`src/rtl/lrc_pkg.sv`:
```
// Package: shared types and helpers for the frame check tail generator.
// Assumes the check is one byte, so it is sent as two hex characters.
package lrc_pkg;

    localparam int BYTE_W = 8;
    localparam int NIB_W  = BYTE_W / 2;

    // Position within the four-character tail
    typedef enum logic [1:0] {
        SLOT_HI = 2'd0,
        SLOT_LO = 2'd1,
        SLOT_E0 = 2'd2,
        SLOT_E1 = 2'd3
    } slot_e;

    // Turn one nibble into an uppercase ASCII hex digit
    function automatic logic [BYTE_W-1:0] nib2asc(input logic [NIB_W-1:0] nib);
        logic [BYTE_W-1:0] wide;
        wide = {{(BYTE_W-NIB_W){1'b0}}, nib};
        if (nib < NIB_W'(10))
            return 8'h30 + wide;
        else
            return 8'h37 + wide;
    endfunction

endpackage

```
`src/rtl/lrc_accum.sv`:
```
// Module: lrc_accum
// Keeps the modulo-256 running sum of the message bytes of one frame.
// It also gives the sum that includes the byte presented this cycle, so
// the check can be taken in the same cycle as the last byte.
// Assumes a byte marked first begins a new frame, whatever came before.
module lrc_accum
    import lrc_pkg::*;
(
    input  logic              clk,
    input  logic              rst_n,
    input  logic              in_valid,
    input  logic              in_first,
    input  logic [BYTE_W-1:0] in_data,
    output logic [BYTE_W-1:0] sum_next
);

    logic [BYTE_W-1:0] sum_q;

    // Sum including the current byte; a first byte drops the old total
    always_comb begin
        sum_next = (in_first ? '0 : sum_q) + in_data;
    end

    // Register the running sum whenever a byte is taken
    always_ff @(posedge clk) begin
        if (!rst_n)
            sum_q <= '0;
        else if (in_valid)
            sum_q <= sum_next;
    end

    AST_FIRST_RESTARTS: assert property (@(posedge clk) disable iff (!rst_n)
        (in_valid && in_first) |=> (sum_q == $past(in_data)));

endmodule

```
`src/rtl/lrc_emit.sv`:
```
// Module: lrc_emit
// Holds one check value and offers the four tail characters in order:
// upper hex digit, lower hex digit, then the two end characters.
// A load restarts the sequence.
// Assumes a load arrives only while idle, or together with the
// acceptance of the final end character.
module lrc_emit
    import lrc_pkg::*;
#(
    parameter logic [BYTE_W-1:0] END0 = 8'h0D,
    parameter logic [BYTE_W-1:0] END1 = 8'h0A
) (
    input  logic              clk,
    input  logic              rst_n,
    input  logic              load,
    input  logic [BYTE_W-1:0] chk,
    input  logic              out_ready,
    output logic              out_valid,
    output logic [BYTE_W-1:0] out_data
);

    logic              busy_q;
    slot_e             slot_q;
    logic [BYTE_W-1:0] chk_q;
    logic              fire;
    logic              at_end;

    assign out_valid = busy_q;
    assign fire      = busy_q && out_ready;
    assign at_end    = (slot_q == SLOT_E1);

    // Sequence control: a load takes priority, and each accepted character advances
    always_ff @(posedge clk) begin
        if (!rst_n) begin
            busy_q <= 1'b0;
            slot_q <= SLOT_HI;
            chk_q  <= '0;
        end else if (load) begin
            busy_q <= 1'b1;
            slot_q <= SLOT_HI;
            chk_q  <= chk;
        end else if (fire) begin
            if (at_end)
                busy_q <= 1'b0;
            slot_q <= slot_e'(slot_q + 2'd1);
        end
    end

    // Choose the character for the current slot
    always_comb begin
        case (slot_q)
            SLOT_HI: out_data = nib2asc(chk_q[BYTE_W-1:NIB_W]);
            SLOT_LO: out_data = nib2asc(chk_q[NIB_W-1:0]);
            SLOT_E0: out_data = END0;
            default: out_data = END1;
        endcase
    end

    AST_LOAD_WHEN_FREE: assert property (@(posedge clk) disable iff (!rst_n)
        load |-> (!busy_q || (fire && at_end)));

    AST_HOLD_STALL: assert property (@(posedge clk) disable iff (!rst_n)
        (out_valid && !out_ready) |=> (out_valid && $stable(out_data)));

    AST_HEX_CHARSET: assert property (@(posedge clk) disable iff (!rst_n)
        (out_valid && (slot_q == SLOT_HI || slot_q == SLOT_LO)) |->
        ((out_data >= 8'h30 && out_data <= 8'h39) ||
         (out_data >= 8'h41 && out_data <= 8'h46)));

    AST_CR_THEN_LF: assert property (@(posedge clk) disable iff (!rst_n)
        (fire && out_data == END0) |=> (out_valid && out_data == END1));

    AST_IDLE_AFTER_LF: assert property (@(posedge clk) disable iff (!rst_n)
        (fire && out_data == END1 && !load) |=> !out_valid);

endmodule

```
`src/rtl/lrc_frame_tail.sv`:
```
// Module: lrc_frame_tail (top)
// Adds up the binary bytes of a frame. When the last byte arrives, it loads
// the negated sum into the tail stage, which sends it as two ASCII hex
// characters followed by the two end characters.
// Assumes the input stream has no backpressure and that a frame's last
// byte does not come while the previous tail is still before its final
// character.
module lrc_frame_tail
    import lrc_pkg::*;
#(
    parameter logic [BYTE_W-1:0] END0 = 8'h0D,
    parameter logic [BYTE_W-1:0] END1 = 8'h0A
) (
    input  logic              clk,
    input  logic              rst_n,
    input  logic              in_valid,
    input  logic              in_first,
    input  logic              in_last,
    input  logic [BYTE_W-1:0] in_data,
    input  logic              out_ready,
    output logic              out_valid,
    output logic [BYTE_W-1:0] out_data
);

    logic [BYTE_W-1:0] sum_next;
    logic [BYTE_W-1:0] chk;
    logic              load;

    // Form the check from the sum that includes the last byte
    always_comb begin
        load = in_valid && in_last;
        chk  = '0 - sum_next;
    end

    lrc_accum u_accum (
        .clk      (clk),
        .rst_n    (rst_n),
        .in_valid (in_valid),
        .in_first (in_first),
        .in_data  (in_data),
        .sum_next (sum_next)
    );

    lrc_emit #(
        .END0 (END0),
        .END1 (END1)
    ) u_emit (
        .clk       (clk),
        .rst_n     (rst_n),
        .load      (load),
        .chk       (chk),
        .out_ready (out_ready),
        .out_valid (out_valid),
        .out_data  (out_data)
    );

    AST_LAST_STARTS_TAIL: assert property (@(posedge clk) disable iff (!rst_n)
        (in_valid && in_last) |=> out_valid);

endmodule

```
`config.mk`:
```
export PLATFORM = sky130hd
export DESIGN_NAME = lrc_frame_tail
export DESIGN_NICKNAME = d
export VERILOG_FILES = /design/src/rtl/lrc_pkg.sv /design/src/rtl/lrc_accum.sv /design/src/rtl/lrc_emit.sv /design/src/rtl/lrc_frame_tail.sv
export SDC_FILE = /design/constraint.sdc
export NUM_CORES = 1
export LEC_CHECK = 0
export BUFFER_PORTS_ARGS = -buffer_cell sky130_fd_sc_hd__buf_2
export CAP_MARGIN = 20
export CORE_MARGIN = 2
export CORE_UTILIZATION = 51
export DETAILED_ROUTE_END_ITERATION = 7
export PLACE_DENSITY_LB_ADDON = 0.05
export SKIP_CTS_REPAIR_TIMING = 1
export SLEW_MARGIN = 10
export SYNTH_ARGS = -nofsm -noshare
export SYNTH_HDL_FRONTEND = slang
export SYNTH_SLANG_ARGS = --single-unit
```
`constraint.sdc`:
```
create_clock -name clk -period 2.25 [get_ports clk]
set_input_delay 0.3375 -clock clk [delete_from_list [all_inputs] [get_ports clk]]
set_output_delay 0.3375 -clock clk [all_outputs]
set_load 0.005 [all_outputs]
```
==> summary.md <==
| Metric | Value |
|---|---|
| FMAX | `between 400 and 500 MHz` |
| Yosys synthesis warning count | `0` |
| DR vias | `between 1,000 and 1,500` |
| CP Capture Type | `flip-flop` |
| Met3 Use GR | `0.0308` |
| Num CTS Buffers | `3` |
| Number of antenna violations at the first check in global routing | `0` |
| CP top delay family | `adder cells` |
| Primary FF master, synth | `dfxtp_1` |
| Worst vdd rail ir drop | `roughly 0.42 mV` |
| Synth Cell Area | `0.00151 mm^2` |
| Outcome | `finished, final reports clean` |
| Tmin final | `2.17 ns` |
| Setup_tns | `0 ns` |
| Actual slew at the worst max-slew pin | `0.725 ns` |
| CTS HTree Levels | `1` |
| Slew Viols, Final | `0` |
| Global-route met2 utilization | `0.345` |
| Final Util | `0.664` |
| WL final | `3380 um` |
| Switching share of power | `0.338` |
| Crit-path slowest cell | `fa_2` |
| Hold Crit Start | `out_ready` |
| Logic pwr share | `0.388` |
| Violation count after the first detailed-route iteration | `slightly above 60` |
| Top cells by area, synth | `dfxtp_1, ha_1, xnor2_1` |
| Internal | `roughly 0.61 mW` |
| Number of synthesized flops with an enable pin | `0` |
| Register area share after synthesis | `0.252` |
| Sequential Power Share | `0.422` |
| Req. time, crit path | `between 2 and 2.5 ns` |
| R2r setup slk | `0.08 ns` |
| Vias in the first global route | `approximately 1,300` |
| Worst path cell trace | `nor2b_1, ha_1, fa_2, buf_4, xnor2_2, nand3_2, buf_4, nor4_4, xnor2_1, o21ai_1` |
| Clock sinks | `19` |
| Io pins | `23` |
| Reg-to-Reg End | `u_emit.chk_q[7]` |
| Worst hold path depth | `3` |
| Startpoint types | `flip-flop` |
| FF-to-FF Start | `u_accum.sum_q[0]` |
| Rows | `19` |
| Pwr/cell area | `499 mW/mm^2` |
| Die area | `about 0.0034 mm^2` |
| Max-Cap Viols | `0` |
| GRT Overall Usage | `0.210` |
| Worst path most repeated cell | `buf_4` |
| Syn avg cell area | `~8.2 um^2` |
| Final ANT Viol Nets | `0` |
| First-pass GRT wire length | `roughly 5600 um` |
| Power share of the clock group | `0.189` |
| Die Y | `58.4 um` |
| WL/cell | `13.4 um` |
| Grt met1 use | `0.293` |
| Initial Util | `0.543` |
| Share of post-route cells with drive strength above 1 | `0.248` |
| Post-route DRC | `0` |
| Hold Crit Class | `in -> reg` |
| Count of final setup violators | `0` |
| First drt pass iteration count | `4` |
| Levels on crit path | `10` |
| Core ar. | `0.00278 mm^2` |
| Clk Latency, worst-skew pair | `about 0.30 ns` |
| Pin count of the biggest net entering global routing | `14` |
| Synth unique cells | `45` |
| R2R depth | `10` |
| Rel. slew slack | `0.516` |
| Final Hold Fails | `0` |
| Worst Path Buf+Inv | `2` |
| Synth area leader | `dfxtp_1` |
| Port Buf Inserts | `21` |
| Root Buffer | `clkbuf_4` |
| CP arrival | `2.37 ns` |
| Syn Nets | `215` |
| NumNets Final | `about 250` |
| #FFs+latches synth | `19` |
| Worst Hold Path EP | `u_emit.slot_q[1]` |
| Diodes inserted | `0` |
| P_sw | `0.311 mW` |
| CTS tree | `built` |
| CP max FO | `3` |
| Gr ovfl total | `0` |
| Synthesized netlist cell count | `185` |
| Vias per inst | `between 5 and 6` |
| Final Cycle Share | `0.964` |
| Fin Clk Skew | `around 0.012 ns` |
| Deepest clock path buffer count | `2` |
| Routability-driven placement congestion ratio | `between 0.8 and 0.9` |
| Dpl hpwl | `about 2600 um` |
| Syn-to-layout area delta | `22.3%` |
| GRT Max-Usage Layer | `met2` |
| Synth top area share | `0.252` |
| CP peak stage delay | `between 0.3 and 0.4 ns` |
| Asr flop ratio synth | `0` |
| Chip width | `just under 60 um` |
| Commonest non-fill, non-tap cell in the layout | `nand2_1` |
| Tot Pwr | `0.920 mW` |
| Kind of critical path | `reg -> reg` |
| Reg clk slew, reported paths | `between 0.1 and 0.15 ns` |
| Most frequent cells in the layout | `nand2_1, buf_2, dfxtp_1, nor2b_1` |
| P_leak | `around 0.85 nW` |
## cells in the mapped netlist, drive strengths merged, types with 2 or more instances
cell	count
a21boi	2
a21o	2
a21oi	9
a221oi	3
and3	2
buf	3
dfxtp	19
ha	15
inv	13
mux2i	6
nand2	24
nand2b	3
nand3	5
nor2	10
nor2b	16
o211a	2
o211ai	3
o21ai	13
o31ai	2
xnor2	13
xor2	2
## kinds of logic after synthesis
kind of cell | count (synthesis) | synth area share
buffers and inverters | 17 | 0.0522
adder cells (fa/ha/maj) | 16 | 0.138
XOR/XNOR | 15 | 0.0871
AND/OR/NAND/NOR | 66 | 0.221
multiplexers | 6 | 0.0398
AO/OA/AOI/OAI | 45 | 0.207
flip-flops | 19 | 0.252
other | 1 | 0.00249
## sequential cells by signal, summed over array words and instances (netlist names)
register          flops
u_emit.chk_q          8
u_emit.slot_q         2
u_accum.sum_q         8
u_emit.out_valid      1
## worst max path at each step
stage / from / endpoint / slack, ns
after floorplan: u_accum.sum_q[0] / u_emit.chk_q[5] / 0.08
after global placement: in_first / u_emit.chk_q[5] / -0.10
after detailed placement: in_first / u_emit.chk_q[5] / -0.19
after CTS: u_accum.sum_q[0] / u_emit.chk_q[7] / 0.0001
after global routing: u_accum.sum_q[0] / u_emit.chk_q[6] / -0.02
final: u_accum.sum_q[0] / u_emit.chk_q[7] / 0.08
## through the flow
step	setup WS [ns]	hold WS (ns)	std cells	area, um^2
detailed placement	-0.187	0.467	248	1750
CTS	0.000107	0.316	252	1780
finish	0.0804	0.317	253	1850
global route	-0.0185	0.325	253	1850
floorplan	0.0779	0.438	185	1510
global placement	-0.104	0.469	248	1750
## cell type report
class / instances / area (um^2)
tap: 31 / 38.8
clock buffer: 3 / 22.5
timing repair buffer: 37 / 238
fill: 243 / 936
inverter: 13 / 48.8
clock inverter: 1 / 5.00
sequential: 19 / 380
multi-input combinational: 149 / 1110
## layer usage
layer / vias to the layer above / routed length (um)
li1: 714 / -
met1: 650 / 1670
met2: 28 / 1570
met3: 4 / 120
met4: 0 / 21
met5: - / 0
## worst reg2reg max path: stages, from the launching register on
cell and delay [ns]:
dfxtp_1 0.33, nor2b_1 0.12, ha_1 0.20, fa_2 0.35, buf_4 0.15, xnor2_2 0.19
nand3_2 0.11, buf_4 0.17, nor4_4 0.26, xnor2_1 0.15, o21ai_1 0.07
## power by group through the flow
| stage | clock (mW) | sequential (mW) | combinational (mW) |
|---|---|---|---|
| after floorplan | 0 | 0.389 | 0.210 |
| final | 0.174 | 0.389 | 0.357 |
| after CTS | 0.181 | 0.387 | 0.325 |
| after global placement | 0 | 0.394 | 0.314 |
| after global routing | 0.197 | 0.393 | 0.394 |
| after detailed placement | 0 | 0.395 | 0.323 |
No activity file was read; power rests on OpenSTA's default activity.
